===== config.mk =====
export PLATFORM = sky130hd
export DESIGN_NAME = wdm_monitor
export DESIGN_NICKNAME = d
export VERILOG_FILES = /design/src/rtl/wdm_pkg.sv /design/src/rtl/wdm_limit_bank.sv /design/src/rtl/wdm_window_cmp.sv /design/src/rtl/wdm_cs_timer.sv /design/src/rtl/wdm_monitor.sv
export SDC_FILE = /design/constraint.sdc
export NUM_CORES = 1
export LEC_CHECK = 0
export CAP_MARGIN = 20
export CORE_MARGIN = 5
export CORE_UTILIZATION = 38
export CTS_CLUSTER_DIAMETER = 120
export DETAILED_ROUTE_END_ITERATION = 6
export SLEW_MARGIN = 20
export SYNTH_ARGS = -nofsm -noshare
export SYNTH_HDL_FRONTEND = slang
export SYNTH_HIERARCHICAL = 1
export SYNTH_SLANG_ARGS = --single-unit

===== constraint.sdc =====
create_clock -name clk -period 2.6 [get_ports clk]
set_clock_uncertainty 0.15 [all_clocks]
set_input_delay 0.52 -clock clk [delete_from_list [all_inputs] [get_ports clk]]
set_output_delay 0.52 -clock clk [all_outputs]
set_load 0.02 [all_outputs]

===== src/rtl/wdm_pkg.sv =====
package wdm_pkg;

    typedef enum logic {
        SIDE_LOWER = 1'b0,
        SIDE_UPPER = 1'b1
    } lim_side_e;

    typedef struct packed {
        logic int_n;
        logic lo_n;
        logic hi_n;
    } alert_t;

    localparam alert_t ALERT_IDLE = '{int_n: 1'b1, lo_n: 1'b1, hi_n: 1'b1};

endpackage


===== src/rtl/wdm_limit_bank.sv =====
module wdm_limit_bank
    import wdm_pkg::*;
#(
    parameter int NCH = 2,
    parameter int DW  = 8,
    parameter int CW  = 1
) (
    input  logic              clk,
    input  logic              rst_n,
    input  logic              wr_en,
    input  logic [CW-1:0]     wr_chan,
    input  lim_side_e         wr_side,
    input  logic [DW-1:0]     wr_data,
    output logic [NCH*DW-1:0] lower_flat,
    output logic [NCH*DW-1:0] upper_flat
);

    typedef struct packed {
        logic [DW-1:0] lower;
        logic [DW-1:0] upper;
    } pair_t;

    localparam pair_t PAIR_RESET = '{lower: '0, upper: '1};

    for (genvar c = 0; c < NCH; c++) begin : g_chan
        pair_t pair_d, pair_q;
        logic  hit;

        assign hit = wr_en && (wr_chan == CW'(c));

        always_comb begin
            pair_d = pair_q;
            if (hit) begin
                if (wr_side == SIDE_UPPER) begin
                    pair_d.upper = wr_data;
                end else begin
                    pair_d.lower = wr_data;
                end
            end
        end

        always_ff @(posedge clk or negedge rst_n) begin
            if (!rst_n) begin
                pair_q <= PAIR_RESET;
            end else begin
                pair_q <= pair_d;
            end
        end

        assign lower_flat[c*DW +: DW] = pair_q.lower;
        assign upper_flat[c*DW +: DW] = pair_q.upper;
    end

endmodule


===== src/rtl/wdm_window_cmp.sv =====
module wdm_window_cmp #(
    parameter int NCH = 2,
    parameter int DW  = 8,
    parameter int CW  = 1
) (
    input  logic [CW-1:0]     chan,
    input  logic [DW-1:0]     data,
    input  logic [NCH*DW-1:0] lower_flat,
    input  logic [NCH*DW-1:0] upper_flat,
    output logic              below,
    output logic              above
);

    logic [NCH-1:0] below_vec;
    logic [NCH-1:0] above_vec;
    logic [NCH-1:0] sel_vec;

    for (genvar c = 0; c < NCH; c++) begin : g_cmp
        assign sel_vec[c]   = (chan == CW'(c));
        assign below_vec[c] = data < lower_flat[c*DW +: DW];
        assign above_vec[c] = data > upper_flat[c*DW +: DW];
    end

    assign below = |(below_vec & sel_vec);
    assign above = |(above_vec & sel_vec);

endmodule


===== src/rtl/wdm_cs_timer.sv =====
module wdm_cs_timer #(
    parameter int SHORT_LIM = 8
) (
    input  logic clk,
    input  logic rst_n,
    input  logic cs_n,
    output logic cs_fall,
    output logic wd_mode
);

    localparam int CNTW = $clog2(SHORT_LIM + 1);
    localparam logic [CNTW-1:0] LIM_C  = CNTW'(SHORT_LIM);
    localparam logic [CNTW-1:0] LAST_C = CNTW'(SHORT_LIM - 1);

    typedef struct packed {
        logic [CNTW-1:0] cnt;
        logic            prev;
        logic            wd;
    } tmr_t;

    tmr_t tmr_d, tmr_q;

    always_comb begin
        tmr_d      = tmr_q;
        tmr_d.prev = cs_n;
        cs_fall    = !cs_n && tmr_q.prev;
        if (cs_n) begin
            if (tmr_q.cnt < LIM_C) begin
                tmr_d.cnt = tmr_q.cnt + 1'b1;
            end
            if (tmr_q.cnt >= LAST_C) begin
                tmr_d.wd = 1'b1;
            end
        end else begin
            tmr_d.cnt = '0;
            if (cs_fall && (tmr_q.cnt < LIM_C)) begin
                tmr_d.wd = 1'b0;
            end
        end
    end

    always_ff @(posedge clk or negedge rst_n) begin
        if (!rst_n) begin
            tmr_q <= '{cnt: LIM_C, prev: 1'b1, wd: 1'b1};
        end else begin
            tmr_q <= tmr_d;
        end
    end

    assign wd_mode = tmr_q.wd;

endmodule


===== src/rtl/wdm_monitor.sv =====
module wdm_monitor
    import wdm_pkg::*;
#(
    parameter int NCH       = 2,
    parameter int DW        = 8,
    parameter int SHORT_LIM = 8,
    parameter int CW        = (NCH > 1) ? $clog2(NCH) : 1
) (
    input  logic          clk,
    input  logic          rst_n,
    input  logic          cs_n,
    input  logic          smp_valid,
    input  logic [CW-1:0] smp_chan,
    input  logic [DW-1:0] smp_data,
    input  logic          lim_we,
    input  logic [CW-1:0] lim_chan,
    input  logic          lim_upper,
    input  logic [DW-1:0] lim_data,
    output logic          int_n,
    output logic          lo_cross_n,
    output logic          hi_cross_n,
    output logic          wd_mode
);

    logic [NCH*DW-1:0] lower_flat;
    logic [NCH*DW-1:0] upper_flat;
    logic              below;
    logic              above;
    logic              cs_fall;
    logic              watch;

    wdm_limit_bank #(.NCH(NCH), .DW(DW), .CW(CW)) u_limits (
        .clk        (clk),
        .rst_n      (rst_n),
        .wr_en      (lim_we),
        .wr_chan    (lim_chan),
        .wr_side    (lim_side_e'(lim_upper)),
        .wr_data    (lim_data),
        .lower_flat (lower_flat),
        .upper_flat (upper_flat)
    );

    wdm_window_cmp #(.NCH(NCH), .DW(DW), .CW(CW)) u_cmp (
        .chan       (smp_chan),
        .data       (smp_data),
        .lower_flat (lower_flat),
        .upper_flat (upper_flat),
        .below      (below),
        .above      (above)
    );

    wdm_cs_timer #(.SHORT_LIM(SHORT_LIM)) u_timer (
        .clk     (clk),
        .rst_n   (rst_n),
        .cs_n    (cs_n),
        .cs_fall (cs_fall),
        .wd_mode (watch)
    );

    alert_t alert_d, alert_q;
    logic   judge;

    // Clear first, then let a crossing on the same edge win.
    always_comb begin
        judge   = watch && smp_valid;
        alert_d = cs_fall ? ALERT_IDLE : alert_q;
        if (judge && below) begin
            alert_d.lo_n  = 1'b0;
            alert_d.int_n = 1'b0;
        end
        if (judge && above) begin
            alert_d.hi_n  = 1'b0;
            alert_d.int_n = 1'b0;
        end
    end

    always_ff @(posedge clk or negedge rst_n) begin
        if (!rst_n) begin
            alert_q <= ALERT_IDLE;
        end else begin
            alert_q <= alert_d;
        end
    end

    assign int_n      = alert_q.int_n;
    assign lo_cross_n = alert_q.lo_n;
    assign hi_cross_n = alert_q.hi_n;
    assign wd_mode    = watch;

endmodule


Word-level counts from Yosys, hierarchy flattened
Cells that the tools add are included.
- register bits after elaboration: 41
- output and inout bits: 4
- logic and storage cells: 52
- $add $sub $neg: 1
- order comparisons: 6
- eq/ne operators: 2
- mux-type cells: 9
- bitwise operators: 5
- reduce and logical (&&, ||, !) cells: 19
- operators with widths (operator ; number):
    greater-than comparator 8 bit ; 2
    less-than comparator 8 bit ; 2
    AND reduction 2 bit ; 5
    2-to-1 mux 4 bit ; 2
    logical AND 1 bit ; 7
    nonzero test 2 bit ; 3
    2-to-1 mux 1 bit ; 5
    adder 4 x 1 -> 4 bit, second input constant ; 1
    AND 2 bit ; 2
    greater-or-equal comparator 4 x 3 -> 1 bit, second input constant ; 1
    less-than comparator 4 bit, second input constant ; 1
    inequality test 2 x 1 -> 1 bit, second input constant ; 2
    OR reduction 2 bit ; 2
    2-to-1 mux 3 bit ; 1
    inverter 1 bit ; 3
    nonzero test 3 bit ; 1
    2-to-1 mux 2 bit ; 1
    logical NOT 1 bit ; 1

Longest topological paths before layout
Gate-level depths: netlist (run 1).
- depth in word-level cells: 6
- gate-level depth with buffers: 8
- depth with buffers taken out: 8

Cells and area by module
Netlist (run 1), hierarchy kept.
- by module, submodules not included (module ; times used ; cells each ; area an instance (um2) ; seq. area each (um2)):
    wdm_limit_bank ; 1 ; 68 ; 1232.4 ; 820.8
    wdm_window_cmp ; 1 ; 98 ; 754.5 ; 0.0
    wdm_cs_timer ; 1 ; 21 ; 260.2 ; 153.9
    wdm_monitor ; 1 ; 9 ; 118.9 ; 78.8

Worst setup path after synthesis (run 1)
No wires, ideal clock.
- path type: flip-flop to flip-flop
- from: reg u_limits.g_chan[1].pair_q, in the netlist u_limits/upper_flat[13]
- to: reg alert_q, in the netlist int_n
- library setup time: 0.060 ns
- arrival: 1.808 ns
- required time: 2.390 ns
- path slack: 0.582 ns
- cell stages (with the launch flop): 9
- path buffers: 0
- path through: dfstp_2 > inv_1 > ha_1 > a211oi_2 > nor2_1 > o221a_1 > a211o_1 > o211ai_2 > o21a_1
- word-level cells in the longest chain between the ends: 5
- ends and longest elaborated chain (element ; line ; RTL):
    from (decl) ; wdm_limit_bank.sv:26 ; pair_t pair_d, pair_q;
    from (signal assigned) ; wdm_limit_bank.sv:46 ; pair_q <= pair_d;
    greater-than comparator 8 bit (*) ; wdm_window_cmp.sv:21 ; assign above_vec[c] = data > upper_flat[c*DW +: DW];
    AND 2 bit (*) ; wdm_window_cmp.sv:25 ; assign above = |(above_vec & sel_vec);
    OR reduction 2 bit (*) ; wdm_window_cmp.sv:25 ;
    net above ; wdm_monitor.sv:28 ; logic above;
    logical AND 1 bit (*) ; wdm_monitor.sv:71 ; if (judge && above) begin
    nonzero test 3 bit (no source line) / 2-to-1 mux 1 bit (equally long branches) ; n/a ;
    to (signal assigned) ; wdm_monitor.sv:81 ; alert_q <= alert_d;
    to (decl) ; wdm_monitor.sv:60 ; alert_t alert_d, alert_q;
The timed path passes the listed nets; every way through them passes the cells marked *.
A chain may end at the register's enable or synchronous reset.

Worst setup path in the final report (run 1)
- from: in smp_data[5]
- to: reg alert_q, in the netlist int_n
- RTL lines (element ; line ; RTL):
    from (decl) ; wdm_monitor.sv:14 ; input logic [DW-1:0] smp_data,
    greater-than comparator 8 bit ; wdm_window_cmp.sv:21 ;
    AND 2 bit (*) ; wdm_window_cmp.sv:25 ;
    OR reduction 2 bit (*) ; wdm_window_cmp.sv:25 ;
    net above ; wdm_monitor.sv:28 ;
    logical AND 1 bit (*) ; wdm_monitor.sv:71 ;
    nonzero test 3 bit (no source line) / 2-to-1 mux 1 bit (equally long branches) ; n/a ;
Marks and branches as above.

==> impl_metrics.py, run 1 <==
metrics = {
    "run_status": {
        "status": "complete, no violations",
    },
    "clock_tree": {
        "cts_num_sinks": 41,
        "hold_buffers": 0,
        "cts_root_buffer": "clkbuf_8",
        "cts_made_buffers": 5,
        "cts_tree": "built",
        "clk_pin_slew_worst_paths_ps": 80,
        "cts_max_level": 2,
        "cts_resized": 0,
        "cts_max_path_buffers": 2,
        "cts_setup_buffers": 0,
        "clk_latency_ps": 290,
    },
    "worst_setup_path": {
        "critPathBufInv": 1,
        "rr_endpoint": "int_n$_DFFE_PN1P_",
        "cp_cell_sequence": "clkdlybuf4s50_1 > ha_1 > a211oi_2 > nor2_1 > o221a_1 > a211o_1 > o211ai_2 > o21a_1",
        "reg2reg_from": "u_limits/upper_flat[13]$_DFFE_PN1P_",
        "critPathCaptureType": "flop",
        "required_ps": 2680,
        "worst-path-max-fanout": 3,
        "rr_worst_depth": 8,
        "crit_slowest_cell": "clkdlybuf4s50_1",
        "r2r_setup_slack_ps": 440,
        "start_kind": "input port",
        "critPathTopFamily": "compound AO/OA/AOI/OAI gates",
        "crit_arrival_ps": 2370,
        "slowest_delay_ps": 520,
        "critPathKind": "in -> reg",
    },
    "die": {
        "io_pins": 28,
        "start_util": 0.3949,
        "fp.dieArea_sq_um": 7904,
        "row_count": 28,
        "coreArea_sq_um": 5991,
        "dieHeight_um": 88.91,
        "die_x_um": 88.91,
    },
    "placed_design": {
        "placed_area_sq_um": 2748,
        "dpl.hpwl_mm": 3.623,
        "port_buffers": 27,
        "place_ws_ps": 24.34,
        "gp_congestion": 0.7704,
    },
    "yosys": {
        "ys_warn_count": 6,
        "postSynth.asyncResetShare": 1.000,
        "synth_cells": 196,
        "syn_avg_cell_area_sq_um": 12.07,
        "synth_edf_count": 0,
        "synth_fp_nets": 251,
        "syn-cell-area_sq_um": 2366,
        "ys.flop_type": "dfstp_2",
        "synth_cell_types": 33,
        "ys_seq_area_frac": 0.4453,
        "ys_ff_latch": 41,
    },
    "timing": {
        "rsz0062_at_grt": "false",
        "hold_viol_final": 0,
        "drv_slew": 0,
        "fin_crit_ps": 2285,
        "layout_setup_ws_ps": 314.8,
        "fmax_ghz": 0.4376,
        "tightest_slew_ps": 905.1,
        "setup_viol": 0,
        "slew_headroom": 0.3966,
        "post-route-period-util": 0.8789,
        "setup-tns-final_ps": 0,
    },
    "routing": {
        "drc": 0,
        "met3_length_um": 193,
        "first_pass_iters": 4,
        "wl_met1_mm": 2.374,
        "wl_met2_mm": 2.086,
        "drtAntennaViolNets": 0,
        "highest_layer": "met4",
        "drt_iter0_markers": 41,
        "routed_wl_mm": 4.676,
        "vias_per_cell": 5.071,
        "vias": 1567,
        "routedWlPerCell_um": 15.13,
    },
    "global_route": {
        "antenna_found_initial": 0,
        "globalRoute.totalOverflow": 0,
        "grt_pass1_wl_mm": 7.776,
        "grtUsageTotal": 0.1307,
        "grt_pass1_vias": 1618,
        "grt_max_degree": 42,
    },
    "power": {
        "ir_worst_vdd_v": 0.0003090,
        "p_sw_uw": 485.0,
        "p_clk_frac": 0.294,
        "p_comb_frac": 0.250,
        "pwr-share-seq": 0.456,
        "p_sw_frac": 0.2679,
        "p_int_mw": 1.326,
        "power_per_cell_area_nw_per_um2": 632.1,
        "p_leak_nw": 1.303,
    },
    "job": {
        "max-cap-violations": 0,
    },
    "cells_and_area": {
        "final_area_sq_um": 2864,
        "layout.nets": 288,
        "finish.utilization": 0.4781,
        "antenna_cells": 0,
        "drive_above_1_share": 0.3034,
        "syn_to_final_growth_pct": 21.05,
    },
    "worst_hold_path": {
        "hold_class": "in -> async",
    },
}
[synthesized netlist by cell type, types with 3 or more instances]
| library cell | number | area share |
|---|---|---|
| ha_1 | 31 | 0.16 |
| dfrtp_1 | 19 | 0.20 |
| nand4_1 | 5 | 0.013 |
| a21oi_1 | 6 | 0.013 |
| a21o_1 | 3 | 0.0095 |
| inv_1 | 29 | 0.046 |
| nor2b_1 | 5 | 0.013 |
| a211oi_1 | 4 | 0.013 |
| o2111ai_1 | 4 | 0.015 |
| nor2_1 | 5 | 0.0079 |
| a31oi_1 | 3 | 0.0079 |
| dfstp_2 | 22 | 0.24 |
| mux2_2 | 32 | 0.15 |
[stage by stage]
| stage | total power, mW | hold slack [ps] | cells |
|---|---|---|---|
| finish | 1.810 | 202.9 | 309 |
| floorplan | 1.135 | 74.41 | 196 |
| global route | 1.933 | 268.7 | 309 |
| detailed placement | 1.294 | 330.0 | 301 |
| global placement | 1.289 | 335.3 | 301 |
| CTS | 1.837 | 225.4 | 309 |
[state kept, by name, indices dropped and copies added, names as in the netlist]
signal and flops:
hi_cross_n 1, u_timer/wd_mode 1, u_limits/upper_flat 16, lo_cross_n 1, u_timer/tmr_q 5, u_limits/lower_flat 16
int_n 1
[area by class of cell]
cell class	instances	area, sq um
inverters	29	108.9
multi-input cells	126	1204
clock inverters	1	30.03
clock buffers	7	86.33
flip-flops and latches	41	1054
repair buffers	30	287.8
fillers	571	3127
well taps	75	93.84
[layer usage]
layer  track usage  vias to the layer above
met2        0.1950                       22
met1        0.1850                      759
li1              -                      784
met3       0.03502                        2
met4       0.04121                        0
met5             0                        -
[power by group through the flow]
stage	combinational (mW)	clock, mW	sequential, mW
floorplan	0.312	0	0.823
global placement	0.455	0	0.834
detailed placement	0.455	0	0.839
CTS	0.460	0.549	0.828
global route	0.512	0.580	0.841
finish	0.453	0.531	0.826
[cells by family (layout without fill, tap and decap cells)]
| family | after synthesis | after routing | synth area share |
|---|---|---|---|
| flip-flops | 41 | 41 | 0.4453 |
| multiplexers | 33 | 33 | 0.1565 |
| adder cells (fa/ha/maj) | 31 | 31 | 0.1639 |
| AO/OA/AOI/OAI | 31 | 31 | 0.09836 |
| AND/OR/NAND/NOR | 29 | 29 | 0.08250 |
| buffers and inverters | 29 | 67 | 0.04601 |
| XOR/XNOR | 2 | 2 | 0.007405 |
[worst max path at each step]
stage / from / endpoint / slack, ps / cells after the start
floorplan: u_limits/upper_flat[13]$_DFFE_PN1P_ / int_n$_DFFE_PN1P_ / 580 / 8
global placement: smp_data[5] / int_n$_DFFE_PN1P_ / 40 / 8
detailed placement: smp_data[5] / int_n$_DFFE_PN1P_ / 20 / 8
CTS: smp_data[5] / int_n$_DFFE_PN1P_ / 330 / 8
global route: smp_data[7] / int_n$_DFFE_PN1P_ / 240 / 7
finish: smp_data[5] / int_n$_DFFE_PN1P_ / 310 / 8
[cells in the final DEF (no fill, tap or decap), types with 4 or more instances in the layout]
cell / count
nor2_1: 5
nand4_1: 5
clkdlybuf4s50_1: 26
clkbuf_8: 6
a21oi_1: 6
o2111ai_1: 4
inv_1: 29
ha_1: 31
mux2_2: 32
dfrtp_1: 19
a211oi_1: 4
dfstp_2: 22
nor2b_1: 5
Note: power is estimated with default switching activity, not from simulation.
==> run 2, diff against run 1 <==
--- a/config.mk
+++ b/config.mk
@@ -5,8 +5,8 @@
 export SDC_FILE = /design/constraint.sdc
 export NUM_CORES = 1
 export LEC_CHECK = 0
+export ABC_AREA = 0
 export CAP_MARGIN = 20
-export CORE_MARGIN = 5
 export CORE_UTILIZATION = 38
 export CTS_CLUSTER_DIAMETER = 120
 export DETAILED_ROUTE_END_ITERATION = 6
==> run 2 against run 1 <==
Net effect:
- global-route usage is 3.5 points higher
- setup slack better by 33 ps
- critical endpoint unchanged
- sequential cell count stayed put
==> impl_metrics.py, run 2 (synthesis gave the netlist of run 1 again) <==
metrics = {
    "power": {
        "pwr-share-seq": 0.459,
        "p_sw_uw": 497.5,
        "p_int_mw": 1.299,
        "p_clk_frac": 0.287,
        "p_comb_frac": 0.254,
        "ir_worst_vdd_v": 0.0002159,
        "p_leak_nw": 1.305,
        "p_sw_frac": 0.2769,
        "power_per_cell_area_nw_per_um2": 627.6,
    },
    "clock_tree": {
        "cts_root_buffer": "clkbuf_8",
        "cts_resized": 0,
        "hold_buffers": 0,
        "cts_num_sinks": 41,
        "cts_made_buffers": 5,
        "clk_latency_ps": 300,
        "clk_pin_slew_worst_paths_ps": 80,
        "cts_tree": "built",
        "cts_max_level": 2,
        "cts_max_path_buffers": 2,
        "cts_setup_buffers": 0,
    },
    "timing": {
        "fin_crit_ps": 2253,
        "slew_headroom": 0.4126,
        "fmax_ghz": 0.4439,
        "drv_slew": 0,
        "setup-tns-final_ps": 0,
        "setup_viol": 0,
        "post-route-period-util": 0.8664,
        "hold_viol_final": 0,
        "rsz0062_at_grt": "false",
        "tightest_slew_ps": 881.2,
    },
    "worst_setup_path": {
        "worst-path-max-fanout": 3,
        "r2r_setup_slack_ps": 470,
        "critPathCaptureType": "flop",
        "cp_cell_sequence": "clkdlybuf4s50_1 > ha_1 > a211oi_2 > nor2_1 > o221a_1 > a211o_1 > o211ai_2 > o21a_1",
        "reg2reg_from": "u_limits/upper_flat[13]$_DFFE_PN1P_",
        "slowest_delay_ps": 460,
        "crit_slowest_cell": "clkdlybuf4s50_1",
        "rr_worst_depth": 8,
        "critPathKind": "in -> reg",
        "rr_endpoint": "int_n$_DFFE_PN1P_",
        "required_ps": 2700,
        "crit_arrival_ps": 2350,
        "start_kind": "input port",
    },
    "routing": {
        "drtAntennaViolNets": 0,
        "drc": 0,
        "drt_iter0_markers": 45,
        "routed_wl_mm": 4.568,
        "routedWlPerCell_um": 14.74,
        "first_pass_iters": 2,
        "vias_per_cell": 5.000,
        "vias": 1550,
    },
    "placed_design": {
        "port_buffers": 27,
        "dpl.hpwl_mm": 3.517,
        "gp_congestion": 0.8329,
    },
    "cells_and_area": {
        "syn_to_final_growth_pct": 20.99,
        "multi_input_area_sq_um": 1204,
        "fill_cells": 571,
        "regArea_sq_um": 1054,
        "finish.utilization": 0.4807,
        "layout.nets": 289,
        "final_common_cell": "mux2_2",
        "drive_above_1_share": 0.3064,
        "layout_common_cells": "32 x mux2_2, 31 x ha_1, 29 x inv_1, 26 x clkdlybuf4s50_1, 22 x dfstp_2",
        "antenna_cells": 0,
    },
    "worst_hold_path": {
        "hold_class": "in -> async",
    },
    "die": {
        "start_util": 0.3973,
        "coreArea_sq_um": 5956,
        "row_count": 28,
        "fp.dieArea_sq_um": 6546,
        "die_x_um": 80.91,
        "io_pins": 28,
        "dieHeight_um": 80.91,
    },
    "global_route": {
        "grtUsageTotal": 0.1653,
        "grt_pass1_vias": 1639,
        "antenna_found_initial": 0,
        "globalRoute.totalOverflow": 0,
        "grt_pass1_wl_mm": 7.852,
        "grt_max_degree": 42,
    },
    "job": {
        "max-cap-violations": 0,
    },
    "run_status": {
        "status": "complete, no violations",
    },
}
run 2: how the worst max path moves through the flow:
| stage | from | endpoint | slack (ps) | depth (start not counted) |
|---|---|---|---|---|
| floorplan | u_limits/upper_flat[13]$_DFFE_PN1P_ | int_n$_DFFE_PN1P_ | 580 | 8 |
| global placement | smp_data[1] | int_n$_DFFE_PN1P_ | 40 | 8 |
| detailed placement | smp_data[1] | int_n$_DFFE_PN1P_ | 30 | 8 |
| CTS | smp_data[1] | int_n$_DFFE_PN1P_ | 340 | 8 |
| global route | smp_data[1] | int_n$_DFFE_PN1P_ | 190 | 8 |
| finish | smp_data[5] | int_n$_DFFE_PN1P_ | 350 | 8 |
run 2: area by class of cell:
class,count,share of cell area
Inverter,29,0.03802
Clock buffer,6,0.02535
Timing Repair Buffer,31,0.1031
Multi-Input combinational cell,126,0.4205
Clock inverter,2,0.01224
Tap cell,75,0.03278
Sequential cell,41,0.3680
run 2: power by group through the flow:
stage / sequential (mW) / combinational [mW] / clock (mW)
2_1_floorplan: 0.823 / 0.312 / 0
3_3_place_gp: 0.834 / 0.459 / 0
3_5_place_dp: 0.837 / 0.459 / 0
4_1_cts: 0.826 / 0.463 / 0.530
5_1_grt: 0.842 / 0.521 / 0.557
6_report: 0.825 / 0.457 / 0.515
run 2: through the flow:
stage | std cells | worst slack (ps) | hold WS (ps) | total power [mW] | cell area [sq um]
2_1_floorplan | 196 | 581.8 | 74.41 | 1.135 | 2366
3_3_place_gp | 302 | 44.78 | 336.0 | 1.293 | 2755
3_5_place_dp | 302 | 30.51 | 336.6 | 1.296 | 2755
4_1_cts | 310 | 343.5 | 215.9 | 1.819 | 2863
5_1_grt | 310 | 187.4 | 248.3 | 1.920 | 2863
6_report | 310 | 347.4 | 185.5 | 1.797 | 2863
run 2: per-layer routing:
metal | track usage | part of all wire | vias to the layer above
met5 | 0 | 0 | -
met4 | 0.05893 | 0.011 | 0
met3 | 0.04831 | 0.030 | 4
met2 | 0.2555 | 0.46 | 18
met1 | 0.2191 | 0.50 | 744
li1 | - | - | 784
run 2: worst max-delay path: cells and delay by family:
family	cells	cell delay, ps
fa+ha+maj	1	330
simple gates	1	70
compound gates	5	960
buf+inv	1	460
